### src/rtl/sd_rsp_pkg.sv
package sd_rsp_pkg;
   localparam int IDX_W     = 6;
   localparam int ARG_W     = 32;
   localparam int STAT_W    = 16;
   localparam int RSP_BYTES = 16;
   localparam int HW_W      = 16;
   localparam int NUM_HW    = RSP_BYTES * 8 / HW_W;
   localparam int LEN_W     = $clog2(RSP_BYTES + 1);

   localparam logic [2:0] RT_NONE = 3'd0;
   localparam logic [2:0] RT_R1   = 3'd1;
   localparam logic [2:0] RT_R2   = 3'd2;
   localparam logic [2:0] RT_R3   = 3'd3;
   localparam logic [2:0] RT_R6   = 3'd6;

   localparam int ST_EOC  = 0;
   localparam int ST_STOP = 2;
   localparam int ST_CTO  = 7;
   localparam int ST_OCR  = 12;
   localparam int ST_CERR = 14;

   typedef struct packed {
      logic             dir;
      logic [1:0]       ctype;
      logic             busy;
      logic [2:0]       rtype;
      logic             init;
      logic [IDX_W-1:0] idx;
   } cmd_t;
endpackage

### src/rtl/sd_cmd_decode.sv
module sd_cmd_decode
   import sd_rsp_pkg::*;
(
   input  logic [15:0] word_i,
   output cmd_t        cmd_o,
   output logic        r1b_o
);
   always_comb begin
      cmd_o.dir   = word_i[15];
      cmd_o.ctype = word_i[13:12];
      cmd_o.busy  = word_i[11];
      cmd_o.rtype = word_i[10:8];
      cmd_o.init  = word_i[7];
      cmd_o.idx   = word_i[IDX_W-1:0];
   end
   // busy flag promotes a plain R1 to the busy variant
   assign r1b_o = (cmd_o.rtype == RT_R1) && cmd_o.busy;
endmodule

### src/rtl/sd_rsp_eval.sv
module sd_rsp_eval
   import sd_rsp_pkg::*;
#(
   parameter logic [31:0]       ERR_MASK  = 32'hFDF9_0000,
   parameter int                AKE_BIT   = 3,
   parameter logic [15:0]       R6_MASK   = 16'hE000,
   parameter logic [15:0]       KEEP_MASK = 16'hB000,
   parameter logic [15:0]       OCR_KEEP  = 16'hE000,
   parameter logic [IDX_W-1:0]  STOP_IDX  = 6'd12
) (
   input  cmd_t              cmd_i,
   input  logic [LEN_W-1:0]  len_i,
   input  logic [31:0]       head_i,
   input  logic [STAT_W-1:0] base_i,
   input  logic              ake_i,
   output logic [STAT_W-1:0] nxt_o,
   output logic              store_o
);
   localparam logic [31:0] AKE_MASK = 32'd1 << AKE_BIT;
   localparam logic [15:0] R6_FULL  = R6_MASK | AKE_MASK[15:0];

   logic [31:0] word;
   logic [31:0] r1_mask;
   logic        to, err;

   assign word    = {head_i[7:0], head_i[15:8], head_i[23:16], head_i[31:24]};
   assign r1_mask = ERR_MASK | (ake_i ? AKE_MASK : 32'd0);

   always_comb begin
      nxt_o   = base_i;
      to      = 1'b0;
      err     = 1'b0;
      store_o = 1'b0;
      case (cmd_i.rtype)
         RT_NONE: store_o = 1'b0;
         RT_R1: begin
            if (len_i < LEN_W'(4)) to = 1'b1;
            else begin
               err     = |(word & r1_mask);
               store_o = 1'b1;
            end
         end
         RT_R2: begin
            if (len_i < LEN_W'(16)) to = 1'b1;
            else store_o = 1'b1;
         end
         RT_R3: begin
            if (len_i < LEN_W'(4)) to = 1'b1;
            else begin
               store_o = 1'b1;
               if (word[31]) nxt_o = nxt_o & OCR_KEEP;
               else          nxt_o[ST_OCR] = 1'b1;
            end
         end
         RT_R6: begin
            if (len_i < LEN_W'(4)) to = 1'b1;
            else begin
               err     = |(word[15:0] & R6_FULL);
               store_o = 1'b1;
            end
         end
         default: store_o = (len_i != '0);
      endcase
      if (err) nxt_o[ST_CERR] = 1'b1;
      else     nxt_o = nxt_o & KEEP_MASK;
      if (to) nxt_o[ST_CTO] = 1'b1;
      else begin
         nxt_o[ST_EOC] = 1'b1;
         if (cmd_i.idx == STOP_IDX) nxt_o[ST_STOP] = 1'b1;
      end
   end
endmodule

### src/rtl/sd_rsp_pack.sv
module sd_rsp_pack
   import sd_rsp_pkg::*;
(
   input  logic [RSP_BYTES*8-1:0] bytes_i,
   output logic [NUM_HW*HW_W-1:0] hw_o
);
   for (genvar k = 0; k < NUM_HW; k++) begin : g_hw
      // halfword (NUM_HW-1-k) takes bytes 2k (high) and 2k+1 (low)
      assign hw_o[HW_W*(NUM_HW-1-k) +: HW_W] =
         {bytes_i[8*(2*k) +: 8], bytes_i[8*(2*k+1) +: 8]};
   end
endmodule

### src/rtl/sd_rsp_capture.sv
module sd_rsp_capture
   import sd_rsp_pkg::*;
#(
   parameter logic [31:0]      ERR_MASK = 32'hFDF9_0000,
   parameter int               AKE_BIT  = 3,
   parameter logic [15:0]      R6_MASK  = 16'hE000,
   parameter logic [IDX_W-1:0] STOP_IDX = 6'd12
) (
   input  logic                      clk,
   input  logic                      rst_n,
   input  logic                      en_i,
   input  logic                      ake_chk_i,
   input  logic                      arg_lo_we_i,
   input  logic                      arg_hi_we_i,
   input  logic [15:0]               arg_wdata_i,
   input  logic                      cmd_we_i,
   input  logic [15:0]               cmd_word_i,
   input  logic                      stat_clr_we_i,
   input  logic [15:0]               stat_clr_i,
   output logic                      card_req_o,
   output logic [5:0]                card_idx_o,
   output logic [31:0]               card_arg_o,
   output logic                      card_dir_o,
   output logic [1:0]                card_ctype_o,
   output logic                      card_r1b_o,
   input  logic                      card_rsp_valid_i,
   input  logic [4:0]                card_rsp_len_i,
   input  logic [127:0]              card_rsp_data_i,
   output logic [15:0]               status_o,
   output logic [127:0]              rsp_o
);
   if (AKE_BIT < 0 || AKE_BIT > 15) begin : g_bad_ake
      $error("AKE_BIT must address the low status halfword");
   end
   if (NUM_HW * HW_W != RSP_BYTES * 8) begin : g_bad_geom
      $error("response geometry mismatch");
   end

   cmd_t                  dec, cmd_q;
   logic                  dec_r1b, r1b_q;
   logic                  waiting, req_q;
   logic [ARG_W-1:0]      arg_q;
   logic [STAT_W-1:0]     status_q, stat_base, eval_nxt;
   logic [NUM_HW*HW_W-1:0] rsp_q, packed_hw;
   logic                  store, accept, init0;

   sd_cmd_decode u_dec (
      .word_i (cmd_word_i),
      .cmd_o  (dec),
      .r1b_o  (dec_r1b)
   );

   sd_rsp_eval #(
      .ERR_MASK (ERR_MASK),
      .AKE_BIT  (AKE_BIT),
      .R6_MASK  (R6_MASK),
      .STOP_IDX (STOP_IDX)
   ) u_eval (
      .cmd_i   (cmd_q),
      .len_i   (card_rsp_len_i),
      .head_i  (card_rsp_data_i[31:0]),
      .base_i  (stat_base),
      .ake_i   (ake_chk_i),
      .nxt_o   (eval_nxt),
      .store_o (store)
   );

   sd_rsp_pack u_pack (
      .bytes_i (card_rsp_data_i),
      .hw_o    (packed_hw)
   );

   assign stat_base = stat_clr_we_i ? (status_q & ~stat_clr_i) : status_q;
   assign accept    = en_i && cmd_we_i && !waiting;
   assign init0     = dec.init && (dec.idx == '0);

   always_ff @(posedge clk) begin
      if (!rst_n) begin
         waiting  <= 1'b0;
         req_q    <= 1'b0;
         r1b_q    <= 1'b0;
         cmd_q    <= '0;
         arg_q    <= '0;
         status_q <= '0;
         rsp_q    <= '0;
      end else begin
         req_q <= 1'b0;
         if (arg_lo_we_i) arg_q[15:0]  <= arg_wdata_i;
         if (arg_hi_we_i) arg_q[31:16] <= arg_wdata_i;
         if (accept) begin
            rsp_q <= '0;
            cmd_q <= dec;
            r1b_q <= dec_r1b;
            if (init0) begin
               status_q <= stat_base | STAT_W'(1 << ST_EOC);
            end else begin
               status_q <= stat_base;
               waiting  <= 1'b1;
               req_q    <= 1'b1;
            end
         end else if (waiting && card_rsp_valid_i) begin
            waiting  <= 1'b0;
            status_q <= eval_nxt;
            if (store) rsp_q <= packed_hw;
         end else begin
            status_q <= stat_base;
         end
      end
   end

   assign card_req_o   = req_q;
   assign card_idx_o   = cmd_q.idx;
   assign card_dir_o   = cmd_q.dir;
   assign card_ctype_o = cmd_q.ctype;
   assign card_r1b_o   = r1b_q;
   assign card_arg_o   = arg_q;
   assign status_o     = status_q;
   assign rsp_o        = rsp_q;

   // request is a single-cycle pulse
   assert_req_pulse_R1: assert property (@(posedge clk) disable iff (!rst_n)
      card_req_o |=> !card_req_o);

   // dropped write while disabled changes nothing
   assert_ignore_disabled_R2: assert property (@(posedge clk) disable iff (!rst_n)
      (!en_i && cmd_we_i && !waiting && !stat_clr_we_i)
      |=> (!card_req_o && $stable(status_o) && $stable(rsp_o)));

   // accepted write clears the response halfwords
   assert_rsp_zeroed_R3: assert property (@(posedge clk) disable iff (!rst_n)
      (en_i && cmd_we_i && !waiting) |=> (rsp_o == '0));

   // init-only index 0 completes without a card request
   assert_init_no_req_R4: assert property (@(posedge clk) disable iff (!rst_n)
      (en_i && cmd_we_i && !waiting && cmd_word_i[7] && cmd_word_i[5:0] == 6'd0)
      |=> (!card_req_o && status_o[ST_EOC]));

   // short R2 answer flags timeout
   assert_r2_short_timeout_R6: assert property (@(posedge clk) disable iff (!rst_n)
      (waiting && card_rsp_valid_i && cmd_q.rtype == RT_R2 && card_rsp_len_i < 5'd16)
      |=> status_o[ST_CTO]);

   // stop command with no response sets both completion bits
   assert_stop_bits_R12: assert property (@(posedge clk) disable iff (!rst_n)
      (waiting && card_rsp_valid_i && cmd_q.rtype == RT_NONE && cmd_q.idx == STOP_IDX)
      |=> (status_o[ST_EOC] && status_o[ST_STOP]));
endmodule

### config.mk
export PLATFORM = sky130hd
export DESIGN_NAME = sd_rsp_capture
export DESIGN_NICKNAME = d
export VERILOG_FILES = /design/src/rtl/sd_rsp_pkg.sv /design/src/rtl/sd_cmd_decode.sv /design/src/rtl/sd_rsp_eval.sv /design/src/rtl/sd_rsp_pack.sv /design/src/rtl/sd_rsp_capture.sv
export SDC_FILE = /design/constraint.sdc
export NUM_CORES = 1
export LEC_CHECK = 0
export BUFFER_PORTS_ARGS = -buffer_cell sky130_fd_sc_hd__buf_2
export CAP_MARGIN = 20
export CORE_UTILIZATION = 38
export CTS_BUF_LIST = sky130_fd_sc_hd__clkbuf_4 sky130_fd_sc_hd__clkbuf_8 sky130_fd_sc_hd__clkbuf_16
export DETAILED_ROUTE_END_ITERATION = 6
export HOLD_SLACK_MARGIN = 0.08
export PLACE_DENSITY_LB_ADDON = 0.1
export SKIP_CTS_REPAIR_TIMING = 1
export SLEW_MARGIN = 20
export SYNTH_ARGS = -nofsm -noshare
export SYNTH_HDL_FRONTEND = slang
export SYNTH_SLANG_ARGS = --single-unit
### constraint.sdc
create_clock -name clk -period 2 [get_ports clk]
set_input_delay 0.3 -clock clk [delete_from_list [all_inputs] [get_ports clk]]
set_output_delay 0.3 -clock clk [all_outputs]
set_load 0.02 [all_outputs]
## Word level (Yosys, flattened, before mapping)

Index checks and enable logic that the tools add are counted.

| storage, ports and cells | value |
|---|---|
| bits in registers | 191 |
| input bits | 190 |
| output and inout bits | 187 |
| logic and storage cells | 69 |

| cells by class | value |
|---|---|
| order comparisons | 2 |
| equal/unequal tests | 7 |
| muxes and demuxes | 28 |
| bitwise gates (word level) | 4 |
| reductions and logical operators | 17 |

Operators with widths:

| operator | count |
|---|---|
| $and 32x32->32 | 1 |
| $reduce_or 32->1 | 1 |
| $mux 15 | 2 |
| $mux 13 | 2 |
| $mux 12 | 2 |
| $mux 1 | 17 |
| $and 16x16->16 | 1 |
| $mux 16 | 1 |
| $not 16->16 | 1 |
| $eq 3x1->1 const B | 2 |
| $eq 3x2->1 const B | 2 |
| $eq 6x4->1 const B | 1 |
| $logic_not 6->1 | 1 |
| $reduce_and 2->1 | 3 |
| $logic_and 1x1->1 | 5 |
| $lt 5x3->1 const B | 1 |
| $lt 5x5->1 const B | 1 |
| $reduce_bool 5->1 | 1 |
| $mux 4 | 1 |
| $pmux 1 s2 | 2 |
| $reduce_or 4->1 | 1 |
| $eq 3x3->1 const B | 1 |
| $logic_not 3->1 | 1 |
| $pmux 1 s3 | 1 |
| other kinds (6) | 6 |

## Depth between registers and ports, before layout

| logic depth | value |
|---|---|
| word-level depth | 11 |
| depth in mapped cells | 7 |
| mapped depth without buffers | 4 |

## Hierarchy

A second synthesis with hierarchy kept.

| unflattened totals | value |
|---|---|
| cell total of the unflattened synthesis | 990 |
| area, all modules | 8369.3 um2 |

By module, submodules not included:

| module | times used | cells an instance | area an instance (um2) |
|---|---|---|---|
| sd_rsp_capture | 1 | 802 | 6995.5 |
| sd_rsp_pack | 1 | 128 | 960.9 |
| sd_rsp_eval | 1 | 45 | 295.3 |
| sd_cmd_decode | 1 | 15 | 117.6 |

## Worst setup path after synthesis

No wires, ideal clock.

| timing | value |
|---|---|
| path kind | input -> register |
| start point | input port card_rsp_len_i[4] |
| end point | register rsp_q[100] (netlist: rsp_o[100]) |
| arrival | 1.492 ns |
| required time | 1.938 ns |
| slack | 0.446 ns |
| cell stages on the path | 7 |
| buffers on the path | 3 |
| cells stage by stage | or3_4 -> a21oi_4 -> buf_6 -> buf_6 -> buf_2 -> o2111ai_1 -> nand3_1 |

| on the way | value |
|---|---|
| word-level cells in the longest chain between the ends | 4 |

Ends and longest elaborated chain:

| element | line | source |
|---|---|---|
| start: declaration | sd_rsp_capture.sv:27 | `input logic [4:0] card_rsp_len_i,` |
| $lt 5x3->1 / $lt 5x5->1 (equally long branches) | - |  |
| $mux 1 (on tied branches) | - |  |
| $pmux 1 s3 (*) | sd_rsp_eval.sv:34 | `case (cmd_i.rtype)` |
| $reduce_and 2->1 (no source line) (*) | - |  |
| end signal: assignment | sd_rsp_capture.sv:104 | `if (store) rsp_q <= packed_hw;` |
| end: declaration | sd_rsp_capture.sv:44 | `logic [NUM_HW*HW_W-1:0] rsp_q, packed_hw;` |

Every way passes the cells marked *; elsewhere a longest branch is shown, timed or not.
A chain may end at the register's enable or synchronous reset.

## Final worst setup path

| timing | value |
|---|---|
| start point | register waiting |
| end point | register rsp_q[14] (netlist: rsp_o[14]) |

| on the way | value |
|---|---|
| word-level cells in the longest chain between the ends | 3 |

Ends and longest elaborated chain:

| element | line | source |
|---|---|---|
| start: declaration | sd_rsp_capture.sv:41 | `logic waiting, req_q;` |
| start signal: assignment | sd_rsp_capture.sv:79 | `waiting <= 1'b0;` |
| start signal: assignment | sd_rsp_capture.sv:98 | `waiting <= 1'b1;` |
| start signal: assignment | sd_rsp_capture.sv:102 | `waiting <= 1'b0;` |
| $logic_not 1->1 | sd_rsp_capture.sv:74 | `assign accept = en_i && cmd_we_i && !waiting;` |
| $logic_and 1x1->1 | sd_rsp_capture.sv:74 |  |
| $reduce_or 2->1 (no source line) | - |  |

Several ways; a longest one is shown, not always the timed one.

==> run summary <==
Root Buffer: clkbuf_16
Detailed-route via count: 11940
Worst-margin pin slew: 0.6874 ns
Detailed placement HPWL: 25.23 mm
Crit Path Max Fanout: 29
Final Wtd Congestion: 0.8193
Core area: 28780 um^2
Fin nets: 1929
Total GRT Usage: 24.86%
Placement row count: 62
Final worst path period share: 93.74%
Final Hold Viols: 0
Vias per cell: 5.576
Combinational power share: 14.5%
Post-Syn Area: 11140 um^2
Synth Instances: 1466
Worst IR Drop VDD: 628.8 uV
Cell variety after synth: 42
Initial antenna violation count: 6
Final ANT Viol Nets: 0
Clock latency on the worst-skew pair: 0.46 ns
I/O Pins: 377
Top-area cell type share of the netlist area: 34.33%
Compound-Gate Fraction of Synth Area: 20.98%
Setup TNS: 0 ns
Clk sink count: 191
Min-Delay Path Class: in -> reg
Normalized max-slew margin: 54.00%
Crit path capture type: register
Cell accounting for the most synthesized area: dfxtp_1
Residual DRC count: 0
Commonest cells in the netlist: nand2_1 (439), dfxtp_1 (191), o2111ai_1 (130)
Register bit total from synthesis: 191
Seq pwr share: 44.1%
Synth area leaders: dfxtp_1 (34%), nand2_1 (15%), o2111ai_1 (10%)
Async S/R FF share, synth: 0%
CP max-delay cell: or4_1
Crit Path Class: reg -> reg
Starting Density: 38.70%
CTS tree: yes
Total CTS buffers: 17
Starting DRT DRC Count: 790
FMAX: 533.4 MHz
First-pass GRT wire length: 60.51 mm
Most used routing layer: met2
Number of cells after detailed placement: 2101
Max-cap violations: 0
Area share of fa/ha/maj cells after synthesis: 0%
Crit-path cells: nand3b_4, nand2_8, buf_4, or4_1, nand3_1
Final setup skew: 0.01301 ns
Synthesis-to-finish area growth: 26.48%
Vias in the first global route: 11030
Data arrival, critical path: 2.27 ns
CTS clk-pin slew, worst paths: 0.08 ns
Synth Flop Type: dfxtp_1
Cell with the most instances after synthesis: nand2_1
Global Route met1 Usage: 31.94%
H-Tree Depth: 4
WL per Instance: 17.78 um
Slew Viols, Final: 0
Syn nets: 1656
CP peak stage delay: 0.54 ns
Worst Setup Start Kind: register
Proportion of synthesized area in mux cells: 2.966%
Port Buffers: 374
Die H: 173.2 um
Final min period: 1.875 ns
Switching Share: 28.66%
Req. time, crit path: 2.40 ns
Detailed Route WL: 38.09 mm
Post-Synth XOR/XNOR Area: 0%
Max Root-Sink Buffers: 2
Register area share after synthesis: 34.33%
Pwr per Cell Area: 636.1 nW/um^2
RSZ-0062 raised after global routing: no
Die area: 30000 um^2
Sw power: 2568 uW
Cell Int Power: 6392 uW
Drt pass-1 iters: 5
Die X-Extent: 173.2 um
Leakage power: 0.005813 uW
Status: finished, final reports clean
Layout cell share with drive strength beyond 1: 27.17%
Largest net degree at the start of global routing: 62
Finished Layout Cells: 2142
Avg Inst Size Synth: 7.597 um^2
Number of synthesized flops with an enable pin: 0
Post-synthesis simple-gate area fraction: 33.58%
Ys Warns: 0
Number of setup violations in the final report: 0
Layout fillers: 2865
Total grt overflow: 0
GR Util met3: 6.970%
Largest family of logic cells by synthesized area: simple AND/OR/NAND/NOR gates
Clock share of power: 41.4%
GR Util met2: 39.82%
-- cell usage in the layout (no fill, tap or decap), types with 3 or more instances in the layout --
cell and n:
buf_2 374, bufinv_16 3, buf_4 25, nor2_1 4
nand2_1 437, nor4_1 5, a21oi_1 4, o2111ai_1 130
nor2b_1 34, or4_1 128, inv_6 3, dfxtp_1 191
a21boi_0 7, buf_12 30, nand3_1 129, clkinvlp_4 3
nor3_1 14, clkbuf_16 17, mux2i_1 33, a21boi_1 7
o211ai_1 3, and2_1 3, diode_2 6, a21o_1 128
dlygate4sd3_1 3
-- critical path, delay by kind of cell, from the launching register on --
| kind | cells | cell delay [ns] |
|---|---|---|
| simple gates | 4 | 1.06 |
| buf+inv | 1 | 0.28 |
| flops | 1 | 0.46 |
-- cell type report --
type / count / area, um^2 / area share, %
flip-flops and latches: 191 / 3824 / 27.15
diodes: 6 / 15.01 / 0.1066
well taps: 384 / 480.5 / 3.411
clock buffers: 19 / 440.4 / 3.127
repair buffers: 432 / 2690 / 19.10
clock inverters: 13 / 178.9 / 1.270
multi-input cells: 1095 / 6450 / 45.79
inverters: 2 / 7.507 / 0.05330
-- sequential cells by signal, indices dropped and copies added (netlist names) --
name / cells
card_arg_o: 32
card_ctype_o: 2
card_dir_o: 1
card_idx_o: 6
card_r1b_o: 1
card_req_o: 1
cmd_q: 3
rsp_o: 128
status_o: 16
waiting: 1
-- logic make-up (layout without fill, tap and decap cells) --
logic type	after synthesis	in the layout
AO/OA/AOI/OAI	290	290
AND/OR/NAND/NOR	772	772
other	0	6
buffers and inverters	180	466
flip-flops	191	191
multiplexers	33	33
-- power groups by stage --
| stage | Clock, uW | Combinational (uW) | Sequential [uW] |
|---|---|---|---|
| 3_3_place_gp | 0 | 1290 | 4040 |
| 4_1_cts | 3810 | 1300 | 3950 |
| 2_1_floorplan | 0 | 621 | 4130 |
| 6_report | 3710 | 1300 | 3950 |
| 3_5_place_dp | 0 | 1300 | 4040 |
| 5_1_grt | 3960 | 1410 | 3960 |
-- final timing paths --
path | from | end | slack, ns | depth (start not counted)
setup / recovery | waiting$_SDFFE_PN0P_ | rsp_o[14]$_SDFFE_PP0P_ | 0.13 | 5
hold / removal | stat_clr_i[10] | status_o[10]$_SDFF_PN0_ | 0.09 | 4
setup reg to reg | waiting$_SDFFE_PN0P_ | rsp_o[14]$_SDFFE_PP0P_ | 0.13 | 5
hold reg to reg | status_o[15]$_SDFFE_PN0P_ | status_o[15]$_SDFFE_PN0P_ | 0.43 | 2
-- through the flow --
step	instance area, um^2	worst slack, ns	total power (uW)	util (%)	hold slack [ns]
2_1_floorplan	11140	0.4461	4751	-	0.3921
3_3_place_gp	13420	0.1111	5323	46.64	0.4164
3_5_place_dp	13420	0.1123	5336	46.64	0.4197
4_1_cts	14040	0.1113	9061	48.79	-0.01329
5_1_grt	14080	0.009688	9324	48.93	0.08116
6_report	14090	0.1252	8960	48.94	0.08722
-- layer usage --
metal / part of all wire (%) / routed length [um]
met1: 44 / 16650
met2: 47 / 17870
met3: 7.6 / 2894
met5: 0.026 / 10
met4: 1.8 / 672
(Power assumes the default switching activity.)
